--- src/rtl/tsel_pkg.sv ---
package tsel_pkg;
  localparam int IN_PTS    = 32;
  localparam int KEEP_PTS  = 16;
  localparam int SPS       = 4;
  localparam int NSYM      = KEEP_PTS / SPS;
  localparam int FIRST_PT  = (IN_PTS - KEEP_PTS) / 2;
  localparam int EARLY_OFS = 1;
  localparam int PEAK_OFS  = 2;
  localparam int LATE_OFS  = 3;
  localparam int SEL_W     = 3;
endpackage

--- src/rtl/tsel_pick.sv ---
module tsel_pick import tsel_pkg::*; #(
  parameter int SAMP_W = 8
) (
  input  logic [IN_PTS*SAMP_W-1:0] re_i,
  input  logic [IN_PTS*SAMP_W-1:0] im_i,
  output logic [NSYM-1:0]          dec_re_o,
  output logic [NSYM-1:0]          dec_im_o,
  output logic [NSYM*SAMP_W-1:0]   early_re_o,
  output logic [NSYM*SAMP_W-1:0]   early_im_o,
  output logic [NSYM*SAMP_W-1:0]   late_re_o,
  output logic [NSYM*SAMP_W-1:0]   late_im_o
);
  // outer (aliased) points and offset-0 taps are intentionally dropped
  logic unused_in;
  assign unused_in = ^{re_i, im_i};

  for (genvar k = 0; k < NSYM; k++) begin : g_sym
    localparam int BASE = FIRST_PT + k * SPS;
    assign dec_re_o[k] = re_i[(BASE + PEAK_OFS) * SAMP_W + SAMP_W - 1];
    assign dec_im_o[k] = im_i[(BASE + PEAK_OFS) * SAMP_W + SAMP_W - 1];
    assign early_re_o[k*SAMP_W +: SAMP_W] = re_i[(BASE + EARLY_OFS) * SAMP_W +: SAMP_W];
    assign early_im_o[k*SAMP_W +: SAMP_W] = im_i[(BASE + EARLY_OFS) * SAMP_W +: SAMP_W];
    assign late_re_o[k*SAMP_W +: SAMP_W]  = re_i[(BASE + LATE_OFS) * SAMP_W +: SAMP_W];
    assign late_im_o[k*SAMP_W +: SAMP_W]  = im_i[(BASE + LATE_OFS) * SAMP_W +: SAMP_W];
  end
endmodule

--- src/rtl/tsel_err.sv ---
module tsel_err import tsel_pkg::*; #(
  parameter int SAMP_W = 8,
  parameter int ERR_W  = SAMP_W + 4
) (
  input  logic [NSYM*SAMP_W-1:0]  early_re_i,
  input  logic [NSYM*SAMP_W-1:0]  early_im_i,
  input  logic [NSYM*SAMP_W-1:0]  late_re_i,
  input  logic [NSYM*SAMP_W-1:0]  late_im_i,
  output logic signed [ERR_W-1:0] err_o
);
  localparam int MAG_W = SAMP_W + 1;
  localparam int SUM_W = ERR_W - 1;

  function automatic logic [MAG_W-1:0] abs_of(input logic [SAMP_W-1:0] a);
    logic signed [MAG_W-1:0] s;
    s = {a[SAMP_W-1], a};
    return s[MAG_W-1] ? MAG_W'(-s) : MAG_W'(s);
  endfunction

  logic [SUM_W-1:0] e_sum, l_sum;

  always_comb begin
    e_sum = '0;
    l_sum = '0;
    for (int k = 0; k < NSYM; k++) begin
      e_sum = e_sum + SUM_W'(abs_of(early_re_i[k*SAMP_W +: SAMP_W]))
                    + SUM_W'(abs_of(early_im_i[k*SAMP_W +: SAMP_W]));
      l_sum = l_sum + SUM_W'(abs_of(late_re_i[k*SAMP_W +: SAMP_W]))
                    + SUM_W'(abs_of(late_im_i[k*SAMP_W +: SAMP_W]));
    end
    err_o = $signed({1'b0, l_sum}) - $signed({1'b0, e_sum});
  end
endmodule

--- src/rtl/tsel_loop.sv ---
module tsel_loop import tsel_pkg::*; #(
  parameter int ERR_W     = 12,
  parameter int ACC_W     = 16,
  parameter int STEP_THR  = 256,
  parameter int LOCK_BLKS = 64
) (
  input  logic                    clk_i,
  input  logic                    rst_ni,
  input  logic                    blk_i,
  input  logic signed [ERR_W-1:0] err_i,
  output logic [SEL_W-1:0]        sel_o,
  output logic                    lock_o
);
  localparam int CNT_W = $clog2(LOCK_BLKS + 1);
  localparam logic signed [ACC_W-1:0] THR_P = ACC_W'(STEP_THR);
  localparam logic signed [ACC_W-1:0] THR_N = -THR_P;
  localparam logic [CNT_W-1:0] CNT_MAX = CNT_W'(LOCK_BLKS);

  logic signed [ACC_W-1:0] acc_q, acc_sum;
  logic [SEL_W-1:0]        sel_q;
  logic [CNT_W-1:0]        cnt_q;
  logic                    go_up, go_dn;

  always_comb begin
    acc_sum = acc_q + {{(ACC_W-ERR_W){err_i[ERR_W-1]}}, err_i};
    go_up   = acc_sum >= THR_P;
    go_dn   = acc_sum <= THR_N;
  end

  always_ff @(posedge clk_i or negedge rst_ni) begin
    if (!rst_ni) begin
      acc_q <= '0;
      sel_q <= '0;
      cnt_q <= '0;
    end else if (blk_i) begin
      if (go_up || go_dn) begin
        acc_q <= '0;
        sel_q <= go_up ? sel_q + 1'b1 : sel_q - 1'b1;
        cnt_q <= '0;
      end else begin
        acc_q <= acc_sum;
        if (cnt_q != CNT_MAX) cnt_q <= cnt_q + 1'b1;
      end
    end
  end

  assign sel_o  = sel_q;
  assign lock_o = (cnt_q == CNT_MAX);
endmodule

--- src/rtl/par_sym_timing_sel.sv ---
module par_sym_timing_sel import tsel_pkg::*; #(
  parameter int SAMP_W    = 8,
  parameter int ACC_W     = 16,
  parameter int STEP_THR  = 256,
  parameter int LOCK_BLKS = 64
) (
  input  logic                     clk_i,
  input  logic                     rst_ni,
  input  logic                     blk_valid_i,
  input  logic                     bpsk_i,
  input  logic [IN_PTS*SAMP_W-1:0] samp_re_i,
  input  logic [IN_PTS*SAMP_W-1:0] samp_im_i,
  output logic                     sym_valid_o,
  output logic [NSYM-1:0]          dec_re_o,
  output logic [NSYM-1:0]          dec_im_o,
  output logic [SEL_W-1:0]         filt_sel_o,
  output logic                     lock_o
);
  localparam int ERR_W = SAMP_W + 4;

  logic [NSYM-1:0]        pk_re, pk_im;
  logic [NSYM*SAMP_W-1:0] e_re, e_im, l_re, l_im;
  logic signed [ERR_W-1:0] err;
  logic                   vld_q;
  logic [NSYM-1:0]        dre_q, dim_q;

  tsel_pick #(.SAMP_W(SAMP_W)) pick_i (
    .re_i(samp_re_i), .im_i(samp_im_i),
    .dec_re_o(pk_re), .dec_im_o(pk_im),
    .early_re_o(e_re), .early_im_o(e_im),
    .late_re_o(l_re), .late_im_o(l_im)
  );

  tsel_err #(.SAMP_W(SAMP_W), .ERR_W(ERR_W)) err_i (
    .early_re_i(e_re), .early_im_i(e_im),
    .late_re_i(l_re), .late_im_i(l_im),
    .err_o(err)
  );

  tsel_loop #(
    .ERR_W(ERR_W), .ACC_W(ACC_W), .STEP_THR(STEP_THR), .LOCK_BLKS(LOCK_BLKS)
  ) loop_i (
    .clk_i(clk_i), .rst_ni(rst_ni), .blk_i(blk_valid_i), .err_i(err),
    .sel_o(filt_sel_o), .lock_o(lock_o)
  );

  always_ff @(posedge clk_i or negedge rst_ni) begin
    if (!rst_ni) begin
      vld_q <= 1'b0;
      dre_q <= '0;
      dim_q <= '0;
    end else begin
      vld_q <= blk_valid_i;
      if (blk_valid_i) begin
        dre_q <= pk_re;
        dim_q <= bpsk_i ? '0 : pk_im;
      end
    end
  end

  assign sym_valid_o = vld_q;
  assign dec_re_o    = dre_q;
  assign dec_im_o    = dim_q;
endmodule

--- config.mk ---
export PLATFORM = sky130hd
export DESIGN_NAME = par_sym_timing_sel
export DESIGN_NICKNAME = d
export VERILOG_FILES = /design/src/rtl/tsel_pkg.sv /design/src/rtl/tsel_pick.sv /design/src/rtl/tsel_err.sv /design/src/rtl/tsel_loop.sv /design/src/rtl/par_sym_timing_sel.sv
export SDC_FILE = /design/constraint.sdc
export NUM_CORES = 1
export LEC_CHECK = 0
export ABC_CLOCK_PERIOD_IN_PS = 5470
export BUFFER_PORTS_ARGS = -buffer_cell sky130_fd_sc_hd__buf_2
export CAP_MARGIN = 20
export CORE_AREA = 2 2 207 209
export CTS_BUF_LIST = sky130_fd_sc_hd__clkbuf_8
export DETAILED_ROUTE_END_ITERATION = 12
export DIE_AREA = 0 0 209 211
export GPL_ROUTABILITY_DRIVEN = 0
export SYNTH_ARGS = -nofsm -noshare
export SYNTH_HDL_FRONTEND = slang
export SYNTH_SLANG_ARGS = --single-unit
--- constraint.sdc ---
create_clock -name clk_i -period 5.47 [get_ports clk_i]
set_input_delay 0.8205 -clock clk_i [delete_from_list [all_inputs] [get_ports clk_i]]
set_output_delay 0.8205 -clock clk_i [all_outputs]
set_load 0.005 [all_outputs]
==> flow_summary.yaml, run 1 <==
status:
  status: "finished, violations left"
  violations: "setup timing"
final_layout:
  drive_gt1_share_pct: 44.3
  layout.nets: 2033
  finalCoreUtilization_pct: 30.8
  area_growth_pct: 53.9
  fin_cells: 1877
  fillers: 4318
logic_synthesis:
  synth_area_per_cell_um2: 8.76
  synth_cell_type_count: 61
  synthTopCellsByCount: "154 x inv_1, 118 x xnor2_1, 91 x fa_1, 91 x ha_1, 56 x o21ai_0"
  yosys.area_share.simple_pct: 15.0
  synth_top_cell_area_share_pct: 21.8
  yosys_warnings: 0
  syn-cell-area_um2: 8360
  synth_edf_count: 0
  synth_mux_area_share_pct: 1.89
  ys_async_sr_fraction_pct: 100
  synth_xor_area_share_pct: 14.8
  synth-compound-area-share_pct: 14.5
  synth_top_family_by_area: "adder cells"
  syn-instance-count: 954
  synthAdderAreaFrac_pct: 35.4
  synth.most_common_cell: "inv_1"
  ys_ff_latch: 35
  ys_seq_area_share_pct: 10.5
  synth_area_leaders: "fa_1 22%, ha_1 14%, xnor2_1 12%"
  synth-main-ff-cell: "dfrtp_1"
  yosys.area.top_type: "fa_1"
place:
  pre_cts_ws_ns: -3.35
  hpwl_um: 20500
  io_buffers: 152
  dp_cells: 1838
sta:
  worst_slew_pin_slew_ns: 0.820
  hold_viol_final: 0
  rsz0062_at_grt: "yes"
  max_slew_margin_pct: 45.3
  setup_viol: 26
  fin_skew_ns: 0.00717
  post-route-min-period_ns: 8.25
  worst_slack_ns: -2.78
  drv_slew: 0
  final.period_utilization_pct: 151
  fmax_ghz: 0.121
die:
  pin_count: 529
  core_area_um2: 41800
  placementRows: 75
  die_y_um: 211
  dieWidth_um: 209
  start_util_pct: 20.0
  die_area_um2: 44100
global_routing:
  track_usage_pct: 10.5
  grt_pass1_vias: 8140
  antenna_found_initial: 4
  grt_pass1_wl_um: 38200
  grt_max_degree: 36
  grt_overflow: 0
clock_network:
  clk_latency_ns: 0.30
  ctsHtreeMaxLevel: 2
  cts.sinks: 35
  cts_tree: "built"
  cts_buffer_depth: 2
  root_buffer: "clkbuf_8"
  clk_pin_slew_ns: 0.08
  cts_buffers: 5
detailed_routing:
  vias_per_cell: 4.21
  drt_first_pass_iters: 4
  drc_errors: 0
  wl_per_cell_um: 12.7
  drtIter0Drc: 283
  vias: 7911
  ant_nets: 0
  finalWirelength_um: 23800
worst_setup_path:
  path_class: "in2reg"
  critPathMaxFanout: 5
  slowest_stage: "fa_1"
  crit_required_ns: 5.70
  cp_common_cell: "fa_1"
  critPathLaunchType: "input port"
  critPathArrivalTime_ns: 8.47
  crit_path_end_kind: "register"
  crit_path_max_incr_delay_ns: 0.57
flow_run:
  cap_violations: 0
min_path:
  min_path_type: "reg2reg"
[registers in the layout, indices dropped and copies added (netlist names)]
name / count
loop_i.cnt_q: 7
loop_i.sel_o: 3
dec_im_o: 4
sym_valid_o: 1
loop_i.acc_q: 16
dec_re_o: 4
[cell usage in the layout, fill, tap and decap left out, drive strengths merged, types with 6 or more instances in the layout]
| cell | n |
|---|---|
| a21o | 12 |
| a21oi | 53 |
| buf | 373 |
| conb | 16 |
| dfrtp | 35 |
| fa | 91 |
| ha | 91 |
| inv | 156 |
| mux2 | 6 |
| mux2i | 9 |
| nand2 | 46 |
| nand2b | 38 |
| nand3 | 19 |
| nand3b | 8 |
| nand4 | 8 |
| nor2 | 29 |
| nor3 | 13 |
| nor4 | 7 |
| nor4b | 8 |
| o21ai | 59 |
| o21bai | 16 |
| o31ai | 20 |
| or3 | 24 |
| or3b | 8 |
| xnor2 | 118 |
| xor2 | 22 |
[metrics by stage]
stage,instance area (um^2),setup TNS (ns),hold WS [ns]
after detailed placement,11600,-84.15,0.464
after global routing,12900,-78.03,0.507
final,12900,-69.36,0.479
after CTS,12200,-66.97,0.479
after global placement,11600,-80.36,0.454
after floorplan,8790,-63.72,0.462
[final cells by class]
type	instances	area [um^2]	share of cell area (%)
Sequential cell	35	876	6.81
Antenna cell	2	5.00	0.0389
Inverter	154	608	4.73
Tap cell	539	674	5.24
Clock inverter	3	12.5	0.0972
Clock buffer	5	68.8	0.535
Timing Repair Buffer	373	2540	19.7
Multi-Input combinational cell	766	8080	62.8
[kinds of logic after synthesis]
kind of cell / after synthesis
fa+ha+maj: 182
compound gates: 189
other cells: 2
flops: 35
simple gates: 224
mux: 15
xor+xnor: 140
buf+inv: 167
[repair_timing]
| action | 4_1_cts | 5_1_grt |
|---|---|---|
| gates resized for setup | 83 | 103 |
| hold buffers | 0 | 0 |
| buffers inserted | 14 | 17 |
| pin swaps | 79 | 68 |
| setup endpoints to repair | 26 | 26 |
[routing by layer]
metal | global-route usage, % | up-vias | wire length [um] | part of all wire, %
li1 | - | 3938 | - | -
met3 | 1.17 | 20 | 862 | 3.6
met4 | 2.09 | 6 | 283 | 1.2
met5 | 0 | - | 46 | 0.19
met1 | 13.5 | 3826 | 10500 | 44
met2 | 18.9 | 121 | 12100 | 51
[worst max-delay path: cells and delay by family]
family,cells,cell delay [ns]
AND/OR/NAND/NOR,7,1.70
multiplexers,2,0.42
AO/OA/AOI/OAI,13,1.64
buffers and inverters,3,0.30
XOR/XNOR,2,0.23
adder cells (fa/ha/maj),9,3.36
[worst paths after layout]
kind / to / start / slack [ns] / depth (start not counted)
worst min register to register: loop_i.sel_o[2] / loop_i.sel_o[2] / 0.48 / 1
worst max register to register: loop_i.acc_q[4] / loop_i.acc_q[0] / 2.22 / 12
max in group asynchronous: loop_i.acc_q[1] / rst_ni / 4.34 / 1
worst max-delay path: loop_i.acc_q[4] / samp_re_i[72] / -2.78 / 36
worst min-delay path: loop_i.sel_o[2] / loop_i.sel_o[2] / 0.48 / 1
min in group asynchronous: dec_im_o[2] / rst_ni / 0.61 / 1
Power of run 1 is left out: the tool's default activity adds up to more than one toggle a clock period on the data nets, which glitch-free logic cannot reach.
==> run 2: changes to the inputs <==
Settings changed: ABC_AREA set to 1, CORE_AREA 2 2 207 209 to 2 2 204 206, DIE_AREA 0 0 209 211 to 0 0 206 208, SLEW_MARGIN set to 20.
==> run 2 against run 1 <==
The run still ends with setup timing left. Critical path depth up 18. First-iteration DRC count rose by 9.5%. Global-route usage up 1.3 points. Maximum frequency up 0.78%. Die area fell by 2.8%. Highest routed layer unchanged. Via count up 14%. Wire length is 7.7% higher.
==> flow_summary.yaml, run 2 <==
status:
  status: "finished, violations left"
  violations: "setup timing"
final_layout:
  largest_reg_flops: 16
  fillers: 4262
  final_cell_mix: "248 x buf_4, 242 x inv_1, 228 x nand2_1"
  area_growth_pct: 51.6
  mostFrequentLayoutCell: "buf_4"
  top_regs: "loop_i.acc_q x16, loop_i.cnt_q x7"
  drive_gt1_share_pct: 37.4
  top_register: "loop_i.acc_q"
  layout.nets: 2341
logic_synthesis:
  synth_area_leaders: "fa_1 21%, ha_1 13%, inv_1 11%"
  ys_ff_latch: 35
  yosys_warnings: 0
  syn-instance-count: 1227
  yosys.area.top_type: "fa_1"
  synth-main-ff-cell: "dfrtp_1"
  synth_cell_type_count: 41
  synth_area_per_cell_um2: 7.15
  synth.most_common_cell: "inv_1"
  ys_async_sr_fraction_pct: 100
  synthTopCellsByCount: "265 x inv_1, 258 x nand2_1, 91 x fa_1, 91 x ha_1, 88 x nor2_1"
  syn-cell-area_um2: 8780
  synth_edf_count: 0
  ys_seq_area_share_pct: 9.98
  synth_top_cell_area_share_pct: 20.8
global_routing:
  grt_pass1_wl_um: 41900
  track_usage_pct: 11.8
  antenna_found_initial: 4
  grt_pass1_vias: 9039
  grt_overflow: 0
  grt_max_degree: 36
detailed_routing:
  finalWirelength_um: 25600
  drt_first_pass_iters: 5
  vias_per_cell: 4.14
  vias: 9012
  ant_nets: 0
  drtIter0Drc: 310
  wl_per_cell_um: 11.8
  drc_errors: 0
die:
  die_y_um: 208
  die_area_um2: 42800
  start_util_pct: 21.6
  placementRows: 74
  dieWidth_um: 206
  pin_count: 529
  core_area_um2: 40600
sta:
  fin_skew_ns: 0.00450
  tns_ns: -68.95
  final.period_utilization_pct: 150
  drv_slew: 0
  rsz0062_at_grt: "yes"
  worst_slew_pin_slew_ns: 0.843
  hold_viol_final: 0
  fmax_ghz: 0.122
  worst_slack_ns: -2.71
  post-route-min-period_ns: 8.18
  setup_viol: 26
  max_slew_margin_pct: 43.3
min_path:
  min_path_type: "reg2reg"
clock_network:
  cts_buffers: 5
  ctsHtreeMaxLevel: 2
  cts.sinks: 35
  hold_buffers: 0
  cts_buffer_depth: 2
  cts_tree: "built"
  clk_pin_slew_ns: 0.08
  clk_latency_ns: 0.29
  root_buffer: "clkbuf_8"
place:
  hpwl_um: 22400
  io_buffers: 152
worst_setup_path:
  crit_path_end_kind: "register"
  critPathMaxFanout: 4
  path_class: "in2reg"
  rrSetupSlack_ns: 2.70
  critPathLaunchType: "input port"
  crit_required_ns: 5.70
  slowest_stage: "fa_1"
  critPathArrivalTime_ns: 8.42
  crit_path_max_incr_delay_ns: 0.54
  cp_common_cell: "nand2_1"
flow_run:
  cap_violations: 0
==> run 2: what timing repair did <==
action / CTS / global route
resized for setup: 56 / 129
pin swaps: 47 / 100
buffers inserted: 9 / 12
endpoints found under the setup margin: 26 / 26
==> run 2: worst paths after layout <==
path,startpoint,to,depth (start not counted)
worst min-delay path,dec_re_o[1],dec_re_o[1],2
worst max-delay path,samp_re_i[73],loop_i.sel_o[2],54
worst max register to register,loop_i.acc_q[0],loop_i.acc_q[9],18
min in group asynchronous,rst_ni,loop_i.cnt_q[3],1
max in group asynchronous,rst_ni,loop_i.acc_q[7],1
worst min register to register,dec_re_o[1],dec_re_o[1],2
==> run 2: cell families (layout without fill, tap and decap cells) <==
kind of cell             count (synthesis)  count (layout)  synth area share (%)
AND/OR/NAND/NOR                        474             474                  23.5
buffers and inverters                  278             681                  12.0
adder cells (fa/ha/maj)                182             182                  33.7
AO/OA/AOI/OAI                          137             137                  8.81
XOR/XNOR                               119             119                  11.9
flip-flops                              35              35                  9.98
other                                    2              18                0.0856
==> run 2: worst max-delay path: cells and delay by family <==
| kind | cells | cell delay [ns] |
|---|---|---|
| simple gates | 22 | 1.53 |
| fa+ha+maj | 10 | 3.69 |
| xor+xnor | 3 | 0.47 |
| buf+inv | 12 | 0.98 |
| compound gates | 7 | 0.91 |
==> run 2: through the flow <==
step / utilization, % / setup WS, ns / cell area, um^2 / hold slack (ns) / std cells
2_1_floorplan: - / -2.48 / 9110 / 0.455 / 1241
3_3_place_gp: 30.2 / -3.38 / 12300 / 0.459 / 2149
3_5_place_dp: 30.2 / -3.38 / 12300 / 0.464 / 2149
4_1_cts: 31.2 / -2.76 / 12700 / 0.482 / 2166
5_1_grt: 32.8 / -3.14 / 13300 / 0.519 / 2177
6_report: 32.8 / -2.71 / 13300 / 0.473 / 2178
==> run 2: cell type report <==
type / instances / area (um^2) / area share [%]
Clock buffer: 5 / 68.8 / 0.517
Timing Repair Buffer: 404 / 2710 / 20.4
Tap cell: 532 / 666 / 5.00
Sequential cell: 35 / 876 / 6.58
Multi-Input combinational cell: 928 / 7880 / 59.2
Inverter: 269 / 1060 / 7.95
Antenna cell: 2 / 5.00 / 0.0376
Clock inverter: 3 / 43.8 / 0.329
==> run 2: per-layer routing <==
layer / wire [um] / GRT usage, %
met1: 11400 / 15.7
met4: 272 / 1.95
met2: 12900 / 20.9
met5: 37 / 0
met3: 996 / 1.07
Power of run 2 is left out for the same reason.
